File: src/rtl/fwdp_pkg.sv
package fwdp_pkg;

    // ALU operation selector carried in instruction bits [2:0]
    typedef enum logic [2:0] {
        OP_ADD  = 3'd0,
        OP_SUB  = 3'd1,
        OP_AND  = 3'd2,
        OP_OR   = 3'd3,
        OP_XOR  = 3'd4,
        OP_SLT  = 3'd5,
        OP_RSV6 = 3'd6,
        OP_RSV7 = 3'd7
    } alu_op_e;

    // Drain controller states
    typedef enum logic [1:0] {
        ST_RUN,
        ST_DRAIN1,
        ST_DRAIN2,
        ST_IDLE
    } drain_st_e;

    localparam int ILEN       = 32;
    localparam int OPC_W      = 3;
    localparam int IMMSEL_BIT = 3;
    localparam int RD_LSB     = 4;

endpackage

File: src/rtl/fwdp_alu.sv
module fwdp_alu
    import fwdp_pkg::*;
#(
    parameter int W = 32
) (
    input  alu_op_e        op,
    input  logic [W-1:0]   a,
    input  logic [W-1:0]   b,
    output logic [W-1:0]   y
);
    always_comb begin
        unique case (op)
            OP_ADD:  y = a + b;
            OP_SUB:  y = a - b;
            OP_AND:  y = a & b;
            OP_OR:   y = a | b;
            OP_XOR:  y = a ^ b;
            OP_SLT:  y = ($signed(a) < $signed(b)) ? W'(1) : '0;
            OP_RSV6: y = '0;
            OP_RSV7: y = '0;
        endcase
    end
endmodule

File: src/rtl/fwdp_regfile.sv
module fwdp_regfile #(
    parameter int W  = 32,
    parameter int AW = 3
) (
    input  logic          clk,
    input  logic          rst,
    input  logic [AW-1:0] rd_addr_a,
    input  logic [AW-1:0] rd_addr_b,
    output logic [W-1:0]  rd_data_a,
    output logic [W-1:0]  rd_data_b,
    input  logic          wr_en,
    input  logic [AW-1:0] wr_addr,
    input  logic [W-1:0]  wr_data
);
    localparam int NREG = 1 << AW;

    logic [W-1:0] regs [NREG];
    logic         wr_live;

    assign wr_live = wr_en && (wr_addr != '0);

    always_ff @(posedge clk) begin
        if (rst) begin
            for (int i = 0; i < NREG; i++) regs[i] <= '0;
        end else if (wr_live) begin
            regs[wr_addr] <= wr_data;
        end
    end

    // Same-cycle write-through; register 0 is hard zero
    always_comb begin
        if (rd_addr_a == '0)                        rd_data_a = '0;
        else if (wr_live && wr_addr == rd_addr_a)   rd_data_a = wr_data;
        else                                        rd_data_a = regs[rd_addr_a];

        if (rd_addr_b == '0)                        rd_data_b = '0;
        else if (wr_live && wr_addr == rd_addr_b)   rd_data_b = wr_data;
        else                                        rd_data_b = regs[rd_addr_b];
    end
endmodule

File: src/rtl/fwdp_imem.sv
module fwdp_imem #(
    parameter int W  = 32,
    parameter int AW = 5
) (
    input  logic          clk,
    input  logic          we,
    input  logic [AW-1:0] waddr,
    input  logic [W-1:0]  wdata,
    input  logic [AW-1:0] raddr,
    output logic [W-1:0]  rdata
);
    localparam int DEPTH = 1 << AW;

    logic [W-1:0] mem [DEPTH];

    always_ff @(posedge clk) begin
        if (we) mem[waddr] <= wdata;
    end

    assign rdata = mem[raddr];
endmodule

File: src/rtl/fwdp_drain_ctrl.sv
module fwdp_drain_ctrl
    import fwdp_pkg::*;
(
    input  logic clk,
    input  logic rst,
    input  logic stall,
    output logic drained
);
    drain_st_e st, st_nx;

    always_ff @(posedge clk) begin
        if (rst) st <= ST_RUN;
        else     st <= st_nx;
    end

    always_comb begin
        unique case (st)
            ST_RUN:    st_nx = stall ? ST_DRAIN1 : ST_RUN;
            ST_DRAIN1: st_nx = stall ? ST_DRAIN2 : ST_RUN;
            ST_DRAIN2: st_nx = stall ? ST_IDLE   : ST_RUN;
            ST_IDLE:   st_nx = stall ? ST_IDLE   : ST_RUN;
        endcase
    end

    always_comb begin
        drained = (st == ST_IDLE);
    end
endmodule

File: src/rtl/fwdp_core.sv
module fwdp_core
    import fwdp_pkg::*;
#(
    parameter int XLEN    = 32,
    parameter int REG_AW  = 3,
    parameter int IMEM_AW = 5
) (
    input  logic               clk,
    input  logic               rst,
    input  logic               stall,
    input  logic               imem_we,
    input  logic [IMEM_AW-1:0] imem_waddr,
    input  logic [ILEN-1:0]    imem_wdata,
    output logic               drained,
    output logic               ret_valid,
    output logic [IMEM_AW+1:0] ret_pc,
    output logic [REG_AW-1:0]  ret_rd,
    output logic [XLEN-1:0]    ret_data
);
    localparam int PCW    = IMEM_AW + 2;
    localparam int RA_LSB = RD_LSB + REG_AW;
    localparam int RB_LSB = RA_LSB + REG_AW;
    localparam int IMM_LSB = RB_LSB + REG_AW;
    localparam int IMM_W  = ILEN - IMM_LSB;

    // Fetch
    logic [PCW-1:0]  pc;
    logic [ILEN-1:0] fetch_word;

    always_ff @(posedge clk) begin
        if (rst)         pc <= '0;
        else if (!stall) pc <= pc + PCW'(4);
    end

    fwdp_imem #(.W(ILEN), .AW(IMEM_AW)) u_imem (
        .clk   (clk),
        .we    (imem_we),
        .waddr (imem_waddr),
        .wdata (imem_wdata),
        .raddr (pc[PCW-1:2]),
        .rdata (fetch_word)
    );

    // Fetch / decode register
    logic            fd_valid;
    logic [ILEN-1:0] fd_instr;
    logic [PCW-1:0]  fd_pc;

    always_ff @(posedge clk) begin
        if (rst) begin
            fd_valid <= 1'b0;
            fd_instr <= '0;
            fd_pc    <= '0;
        end else begin
            fd_valid <= !stall;
            fd_instr <= stall ? '0 : fetch_word;
            fd_pc    <= pc;
        end
    end

    // Decode and register read
    logic [REG_AW-1:0] dec_rd, dec_ra, dec_rb;
    logic [XLEN-1:0]   dec_imm, rf_a, rf_b;
    logic              wb_en;
    logic [REG_AW-1:0] xw_rd;
    logic [XLEN-1:0]   xw_res;
    logic              xw_valid;
    logic [PCW-1:0]    xw_pc;

    assign dec_rd  = fd_instr[RD_LSB +: REG_AW];
    assign dec_ra  = fd_instr[RA_LSB +: REG_AW];
    assign dec_rb  = fd_instr[RB_LSB +: REG_AW];
    assign dec_imm = {{(XLEN-IMM_W){fd_instr[ILEN-1]}}, fd_instr[ILEN-1:IMM_LSB]};
    assign wb_en   = xw_valid;

    fwdp_regfile #(.W(XLEN), .AW(REG_AW)) u_rf (
        .clk       (clk),
        .rst       (rst),
        .rd_addr_a (dec_ra),
        .rd_addr_b (dec_rb),
        .rd_data_a (rf_a),
        .rd_data_b (rf_b),
        .wr_en     (wb_en),
        .wr_addr   (xw_rd),
        .wr_data   (xw_res)
    );

    // Decode / execute register
    logic              de_valid, de_immsel;
    logic [PCW-1:0]    de_pc;
    alu_op_e           de_op;
    logic [REG_AW-1:0] de_rd, de_ra, de_rb;
    logic [XLEN-1:0]   de_va, de_vb, de_imm;

    always_ff @(posedge clk) begin
        if (rst) begin
            de_valid  <= 1'b0;
            de_immsel <= 1'b0;
            de_pc     <= '0;
            de_op     <= OP_ADD;
            de_rd     <= '0;
            de_ra     <= '0;
            de_rb     <= '0;
            de_va     <= '0;
            de_vb     <= '0;
            de_imm    <= '0;
        end else begin
            de_valid  <= fd_valid;
            de_immsel <= fd_instr[IMMSEL_BIT];
            de_pc     <= fd_pc;
            de_op     <= alu_op_e'(fd_instr[OPC_W-1:0]);
            de_rd     <= dec_rd;
            de_ra     <= dec_ra;
            de_rb     <= dec_rb;
            de_va     <= rf_a;
            de_vb     <= rf_b;
            de_imm    <= dec_imm;
        end
    end

    // Execute with forwarding from the execute / write-back register
    logic            fwd_a, fwd_b;
    logic [XLEN-1:0] opa, opb_reg, opb, alu_y;

    always_comb begin
        fwd_a   = xw_valid && (xw_rd != '0) && (xw_rd == de_ra);
        fwd_b   = xw_valid && (xw_rd != '0) && (xw_rd == de_rb);
        opa     = fwd_a ? xw_res : de_va;
        opb_reg = fwd_b ? xw_res : de_vb;
        opb     = de_immsel ? de_imm : opb_reg;
    end

    fwdp_alu #(.W(XLEN)) u_alu (
        .op (de_op),
        .a  (opa),
        .b  (opb),
        .y  (alu_y)
    );

    // Execute / write-back register
    always_ff @(posedge clk) begin
        if (rst) begin
            xw_valid <= 1'b0;
            xw_pc    <= '0;
            xw_rd    <= '0;
            xw_res   <= '0;
        end else begin
            xw_valid <= de_valid;
            xw_pc    <= de_pc;
            xw_rd    <= de_rd;
            xw_res   <= alu_y;
        end
    end

    fwdp_drain_ctrl u_ctrl (
        .clk     (clk),
        .rst     (rst),
        .stall   (stall),
        .drained (drained)
    );

    assign ret_valid = xw_valid;
    assign ret_pc    = xw_pc;
    assign ret_rd    = xw_rd;
    assign ret_data  = xw_res;
endmodule

File: config.mk
export PLATFORM = sky130hd
export DESIGN_NAME = fwdp_core
export DESIGN_NICKNAME = d
export VERILOG_FILES = /design/src/rtl/fwdp_pkg.sv /design/src/rtl/fwdp_alu.sv /design/src/rtl/fwdp_regfile.sv /design/src/rtl/fwdp_imem.sv /design/src/rtl/fwdp_drain_ctrl.sv /design/src/rtl/fwdp_core.sv
export SDC_FILE = /design/constraint.sdc
export NUM_CORES = 2
export LEC_CHECK = 0
export BUFFER_PORTS_ARGS = -buffer_cell sky130_fd_sc_hd__buf_2
export CORE_MARGIN = 4
export CORE_UTILIZATION = 30
export CTS_CLUSTER_DIAMETER = 100
export DETAILED_ROUTE_END_ITERATION = 7
export GPL_ROUTABILITY_DRIVEN = 0
export PLACE_DENSITY_LB_ADDON = 0.12
export SKIP_LAST_GASP = 1
export SYNTH_ARGS = -nofsm -noshare
export SYNTH_HDL_FRONTEND = slang
export SYNTH_HIERARCHICAL = 1
export SYNTH_SLANG_ARGS = --single-unit
File: constraint.sdc
create_clock -name clk -period 9.6 [get_ports clk]
set_clock_uncertainty 0.2 [all_clocks]
set_input_delay 1.44 -clock clk [delete_from_list [all_inputs] [get_ports clk]]
set_output_delay 1.44 -clock clk [all_outputs]
set_load 0.03 [all_outputs]
==> Word-level counts from Yosys, hierarchy flattened <==
Memories as Yosys holds them, arrays and structs flattened. A register that Yosys moved wholly into a read port is not among the register bits.
Cells that the tools add are included.
{ "op_classes": {"eq_ne": 12, "addsub": 3, "n_mul": 0, "n_bitwise": 3, "mux": 19, "div": 0, "reduce_logical": 15, "n_shift": 0, "order_cmp": 1} }
{ "op_table": {"columns": ["op", "count"], "rows": [
  ["$pmux 32 s7", 1],
  ["$mux 32", 4],
  ["$add 32x32->32", 1],
  ["$and 32x32->32", 1],
  ["$lt 32x32->1", 1],
  ["$or 32x32->32", 1],
  ["$reduce_or 32->1", 1],
  ["$sub 32x32->32", 1],
  ["$xor 32x32->32", 1],
  ["$eq 3x3->1 const B", 4],
  ["$mux 1", 10],
  ["$reduce_or 2->1", 5],
  ["$logic_not 3->1", 3],
  ["$add 7x3->7 const B", 1],
  ["$eq 3x2->1 const B", 2],
  ["$eq 3x3->1", 2],
  ["$pmux 2 s3", 1],
  ["$eq 2x2->1 const B", 2],
  ["$mux 2", 2],
  ["$eq 3x1->1 const B", 1],
  ["$logic_and 1x1->1", 3],
  ["$mux 3", 1],
  ["$reduce_bool 3->1", 1],
  ["$eq 2x1->1 const B", 1],
  ["other kinds (2)", 2]
]} }
{ "word_totals": {"inputBits": 41, "reg_bits": 100, "memories": 2, "latchBits": 0, "elab_cells": 71, "mem_bits_rw": 1280, "rom_bits": 0} }
{ "mem_list": {"columns": ["memory", "words", "width", "read_ports", "rd_ports_with_merged_regs", "wr", "line_no", "text"], "rows": [
  ["u_imem.mem", 32, 32, 1, 1, 1, "fwdp_imem.sv:14", "logic [W-1:0] mem [DEPTH];"],
  ["u_rf.regs", 8, 32, 2, 2, 8, "fwdp_regfile.sv:17", "logic [W-1:0] regs [NREG];"]
]} }

==> Logic depth before layout (Yosys ltp) <==
{ "depth": {"word_depth": 8, "mapped_depth": 19, "mapped_depth_nobuf": 17} }

==> Cells and area by module <==
The synthesis kept the hierarchy.
{ "by_module_without_submodules": {"columns": ["mod", "seq_area_each_um2", "n_inst", "cells_each", "area_each_um2"], "rows": [
  ["fwdp_imem", 30749.5, 1, 2228, 39844.5],
  ["fwdp_regfile", 6726.5, 1, 1121, 12628.4],
  ["fwdp_core", 3723.6, 1, 577, 6195.9],
  ["fwdp_alu", 0.0, 1, 847, 5397.7],
  ["fwdp_drain_ctrl", 40.0, 1, 8, 80.1]
]} }

==> Worst setup path before layout <==
No wires, ideal clock.
{ "synth_timing": {"kind": "register to register", "startpoint": "register xw_rd[0] (netlist: ret_rd[0])", "endpoint": "register xw_res[29] (netlist: ret_data[29])", "setup_ns": 0.128, "slack_ns": 5.382, "t_arrival_ns": 3.890, "n_path_buf": 1, "stages_incl_launch_ff": 17, "required_ns": 9.272, "path_cell_list": "dfxtp_1 > o31a_1 > nand4_1 > buf_4 > mux2_2 > inv_1 > fa_1 > o21bai_4 > a2111oi_4 > o31ai_4 > a41oi_4 > o211ai_2 > a211oi_2 > a221o_1 > a311oi_1 > o22ai_1 > nor2b_1"} }
{ "synth_between": {"word_cells_on_any_way": 15, "classes_between": "add/sub: 2; eq/ne: 2; mux: 4; bitwise: 3; reduce/logical: 4"} }
{ "synth_rtl": {"columns": ["element", "line_no", "text"], "rows": [
  ["start, declared", "fwdp_core.sv:65", "logic [REG_AW-1:0] xw_rd;"],
  ["start signal, assigned", "fwdp_core.sv:150", "xw_rd <= de_rd;"],
  ["$reduce_bool 3->1", "fwdp_core.sv:126", "fwd_a = xw_valid && (xw_rd != '0) && (xw_rd == de_ra);"],
  ["$logic_and 1x1->1", "fwdp_core.sv:126", null],
  ["$logic_and 1x1->1 (*)", "fwdp_core.sv:126", null],
  ["$mux 32 (*)", "fwdp_core.sv:128", "opa = fwd_a ? xw_res : de_va;"],
  ["via opa[1]", "fwdp_core.sv:123", "logic [XLEN-1:0] opa, opb_reg, opb, alu_y;"],
  ["$sub 32x32->32 / $add 32x32->32 (equally long branches)", "fwdp_alu.sv:14, fwdp_alu.sv:13", null],
  ["$pmux 32 s7 (*)", "fwdp_alu.sv:12", "unique case (op)"],
  ["via alu_y[29]", "fwdp_core.sv:123", null],
  ["end signal, assigned", "fwdp_core.sv:151", "xw_res <= alu_y;"],
  ["end, declared", "fwdp_core.sv:66", "logic [XLEN-1:0] xw_res;"]
]} }
Mark *: on every way through the listed nets, which the timed path passes. The rest lies on a longest branch.
A chain may end at the register's enable or synchronous reset.

==> Worst setup path in the final report <==
{ "layout_timing": {"startpoint": "register xw_rd[1] (netlist: ret_rd[1])", "endpoint": "register xw_res[30] (netlist: ret_data[30])"} }
{ "layout_between": {"elab_chain_len": 7, "word_cells_on_any_way": 15, "classes_between": "add/sub: 2; eq/ne: 2; mux: 4; bitwise: 3; reduce/logical: 4"} }
{ "layout_rtl": {"columns": ["element", "line_no", "text"], "rows": [
  ["$reduce_bool 3->1", "fwdp_core.sv:127", "fwd_b = xw_valid && (xw_rd != '0) && (xw_rd == de_rb);"],
  ["$logic_and 1x1->1", "fwdp_core.sv:127", null],
  ["$logic_and 1x1->1 (*)", "fwdp_core.sv:127", null],
  ["$mux 32 (*)", "fwdp_core.sv:129", "opb_reg = fwd_b ? xw_res : de_vb;"],
  ["$mux 32 (*)", "fwdp_core.sv:130", "opb = de_immsel ? de_imm : opb_reg;"],
  ["via opb[0]", "fwdp_core.sv:123", null],
  ["$sub 32x32->32 / $add 32x32->32 (equally long branches)", "fwdp_alu.sv:14, fwdp_alu.sv:13", null],
  ["$pmux 32 s7 (*)", "fwdp_alu.sv:12", null],
  ["via alu_y[30]", "fwdp_core.sv:123", null]
]} }
Marked as above.

==> flow_metrics.py <==
metrics = {
    "sta": {
        "fmax_ghz": 0.1833,
        "slew-limit-headroom": 0.2724,
        "hold-worst-slack_ns": 0.2306,
        "finalWorstPathRequiredPeriod_ns": 5.456,
        "total_neg_setup_slack_ns": 0,
        "timing.final.hold_violations": 0,
        "grt_setup_unrepaired": "no",
        "finalCritPeriodShare": 0.5684,
        "worst-slew-pin-transition_ns": 1.091,
        "slew_violations": 0,
        "setup_violations": 0,
    },
    "yosys": {
        "count_of_flip_flops_with_a_built_in_enable_after_synthesis": 1248,
        "syn_area_per_cell_um2": 13.42,
        "synth_cell_types": 94,
        "synthCells": 4781,
        "synth_warnings": 6,
        "synth-main-ff-cell": "sky130_fd_sc_hd__edfxtp_1",
        "post_synth_instance_area_um2": 64150,
        "yosys_register_bits": 1436,
        "synth_sequential_area_ratio": 0.6429,
        "asyncSetResetFlopFracSynth": 0,
    },
    "flow_run": {
        "timing.max_cap.violations": 0,
    },
    "routing": {
        "postRouteAntennaNets": 0,
        "drtPass1Iterations": 8,
        "avgRoutedWirePerCell_um": 26.50,
        "detail_route.vias_per_cell": 5.146,
        "number_of_drc_violations_after_detailed_routing": 0,
        "postRouteWirelength_mm": 206.4,
        "first_iter_violations": 2980,
        "routed-via-count": 40077,
    },
    "place": {
        "hpwl_reported_at_the_end_of_detailed_placement_mm": 116.4,
        "post-place-cells": 7473,
        "place_area_um2": 67670,
        "port_buffers": 82,
    },
    "floorplan": {
        "effective_utilization_at_floorplan": 0.3022,
        "design.die.area_um2": 221300,
        "ios": 85,
        "fp-row-count": 169,
        "floorplan.core_area_um2": 212300,
        "die_y_um": 470.4,
        "die_width_um": 470.4,
    },
    "final_layout": {
        "final-instance-count-excl-fill": 7788,
        "area.growth.synth_to_final_pct": 13.84,
        "finish.net_count": 4962,
        "layout_cell_share_with_drive_strength_beyond_1": 0.1194,
        "postLayoutCellArea_um2": 73020,
        "finalCoreUtilization": 0.3440,
    },
    "clocking": {
        "clk_transition_reported_paths_ns": 0.05,
        "clkLatencyLatePin_ns": 0.81,
        "cts_tree": "yes",
        "clock-root-buffer": "sky130_fd_sc_hd__clkbuf_16",
        "numClockSinks": 1436,
        "postCtsSetupBuffers": 0,
        "number_of_cells_upsized_or_downsized_after_cts": 0,
        "cts_max_path_buffers": 3,
        "cts_made_buffers": 168,
        "postCtsHoldBufs": 0,
        "cts_htree_levels": 4,
    },
    "min_path": {
        "worstHoldPathType": "flop to flop",
        "hold-path-endpoint": "de_imm[9]",
        "timing.hold.worst_path_depth": 1,
        "hold_start": "fd_instr[22]",
    },
    "grt": {
        "grt_overflow_total": 0,
        "grt_antenna_before_repair": 23,
        "gr-usage-all-layers": 0.1823,
        "maximum_number_of_pins_on_one_net_before_global_route_repair": 118,
        "first_global_vias": 40638,
        "grt_pass1_wl_mm": 295.4,
    },
    "outcome": {
        "run_status": "completed",
    },
    "worst_setup_path": {
        "worst_r2r_endpoint": "ret_data[30]",
        "reg2reg_setup_slack_ns": 4.14,
        "timing.critical_path.required_ns": 10.04,
        "r2r-start": "ret_rd[1]",
        "cp_data_arrival_time_ns": 5.89,
        "reg2regPathDepth": 18,
        "worstPathMaxFanout": 32,
        "worstSetupPathType": "flop to flop",
        "end_kind": "flop",
        "timing.critical_path.from_type": "flop",
    },
    "power_and_ir_drop": {
        "power.density_nw_per_um2": 198.3,
        "ir_drop_mv": 0.2076,
        "p_leak_nw": 25.05,
    },
}
[final cells by class]
class | instances | area, um^2
timing repair buffer | 188 | 1287
clock buffer | 226 | 4568
sequential | 1436 | 41260
tap | 2821 | 3530
inverter | 112 | 420.4
fill | 20842 | 139300
clock inverter | 80 | 765.7
multi-input combinational | 2916 | 21170
antenna | 9 | 22.52
[through the flow]
stage | power, mW | setup slack, ns
3_5_place_dp | 8.453 | 4.270
2_1_floorplan | 7.962 | 5.382
6_report | 14.48 | 4.144
5_1_grt | 15.07 | 3.748
4_1_cts | 14.69 | 4.219
3_3_place_gp | 8.453 | 4.374
[cells by family after synthesis]
| kind of cell | Yosys count | share of synthesized area |
|---|---|---|
| adders and majority gates | 99 | 0.01954 |
| buffers and inverters | 430 | 0.03199 |
| and+or+nand+nor | 1186 | 0.09476 |
| DFF | 1436 | 0.6429 |
| other | 1 | 0.00005846 |
| muxes | 673 | 0.1064 |
| xor gates and xnor gates | 27 | 0.003687 |
| AOI/OAI and AO/OA | 929 | 0.1006 |
[sequential cells by signal, summed over array words and instances (netlist names), 5 cells and up]
| register | flops |
|---|---|
| u_imem/mem | 1024 |
| ret_pc | 5 |
| de_va | 32 |
| de_pc | 5 |
| pc | 5 |
| u_rf/regs | 224 |
| ret_data | 32 |
| fd_pc | 5 |
| de_vb | 32 |
| fd_instr | 32 |
| de_imm | 19 |
[cells in the final DEF, fill, tap and decap left out, types with 99 or more instances in the layout]
master                      instances
sky130_fd_sc_hd__nor2_1           204
sky130_fd_sc_hd__nor2b_1          181
sky130_fd_sc_hd__nand3_1          122
sky130_fd_sc_hd__buf_4            100
sky130_fd_sc_hd__edfxtp_1        1248
sky130_fd_sc_hd__inv_1            107
sky130_fd_sc_hd__a21oi_1          255
sky130_fd_sc_hd__a22oi_1           99
sky130_fd_sc_hd__clkbuf_16        170
sky130_fd_sc_hd__and2_1           252
sky130_fd_sc_hd__mux2i_1          609
sky130_fd_sc_hd__nand2_1          202
sky130_fd_sc_hd__dfxtp_1          179
[worst max path at each step]
stage                          from            to  depth (start not counted)
after CTS                 ret_rd[0]  ret_data[30]                         18
final                     ret_rd[1]  ret_data[30]                         18
after global placement    ret_rd[1]  ret_data[30]                         18
after floorplan           ret_rd[0]  ret_data[29]                         16
after global routing      ret_rd[0]  ret_data[30]                         18
after detailed placement  ret_rd[0]  ret_data[30]                         18
[critical path, cell delays in order (launching register included)]
cell and delay (ns):
sky130_fd_sc_hd__dfxtp_1 0.67, sky130_fd_sc_hd__o31a_1 0.25, sky130_fd_sc_hd__and4_1 0.20, sky130_fd_sc_hd__buf_4 0.42, sky130_fd_sc_hd__a21oi_1 0.13, sky130_fd_sc_hd__a21oi_1 0.26
sky130_fd_sc_hd__ha_1 0.28, sky130_fd_sc_hd__inv_1 0.08, sky130_fd_sc_hd__fa_1 0.42, sky130_fd_sc_hd__nand2b_1 0.19, sky130_fd_sc_hd__a21oi_1 0.24, sky130_fd_sc_hd__o211a_1 0.26
sky130_fd_sc_hd__o21ai_1 0.16, sky130_fd_sc_hd__o31ai_1 0.54, sky130_fd_sc_hd__a221oi_1 0.34, sky130_fd_sc_hd__nand3_1 0.17, sky130_fd_sc_hd__o21ai_0 0.10, sky130_fd_sc_hd__a22o_1 0.25
sky130_fd_sc_hd__nor2b_1 0.12
[cell usage after synthesis, types with 13 or more instances]
cell	number	area, um^2
sky130_fd_sc_hd__nor2_1	247	927.1
sky130_fd_sc_hd__ha_1	97	1214
sky130_fd_sc_hd__nor2b_1	182	1139
sky130_fd_sc_hd__nand3_1	122	610.6
sky130_fd_sc_hd__dfxtp_1	188	3764
sky130_fd_sc_hd__o21ai_0	62	310.3
sky130_fd_sc_hd__a22oi_1	99	743.2
sky130_fd_sc_hd__mux2_2	63	709.4
sky130_fd_sc_hd__edfxtp_1	1248	37480
sky130_fd_sc_hd__a21oi_1	255	1276
sky130_fd_sc_hd__xnor2_1	20	175.2
sky130_fd_sc_hd__buf_6	24	270.3
sky130_fd_sc_hd__o22a_1	64	560.5
sky130_fd_sc_hd__mux2i_1	609	6096
sky130_fd_sc_hd__nand2_1	203	762.0
sky130_fd_sc_hd__a22o_1	66	578.1
sky130_fd_sc_hd__inv_1	108	405.4
sky130_fd_sc_hd__clkbuf_1	165	619.3
sky130_fd_sc_hd__buf_4	42	315.3
sky130_fd_sc_hd__a21oi_2	13	113.9
sky130_fd_sc_hd__and2_1	253	1583
sky130_fd_sc_hd__o32ai_1	32	280.3
sky130_fd_sc_hd__o22ai_1	91	569.3
sky130_fd_sc_hd__a31oi_1	47	294.0
sky130_fd_sc_hd__buf_2	61	305.3
sky130_fd_sc_hd__o211ai_1	20	150.1
sky130_fd_sc_hd__nand2b_1	18	112.6
sky130_fd_sc_hd__nor3_1	94	470.5
sky130_fd_sc_hd__buf_1	23	86.33
sky130_fd_sc_hd__a211oi_1	43	322.8
sky130_fd_sc_hd__o2bb2ai_1	31	271.5
[routing by layer]
metal	GRT usage	share of wire
met1	0.2380	0.44
met5	0	0.00044
met2	0.3059	0.48
met3	0.03079	0.047
met4	0.06375	0.033
[power breakdown]
group / switching, mW / internal (mW)
Combinational: 0.845 / 0.450
Clock: 2.63 / 3.54
Sequential: 0.117 / 6.90
Note: power is estimated with default switching activity, not from simulation.
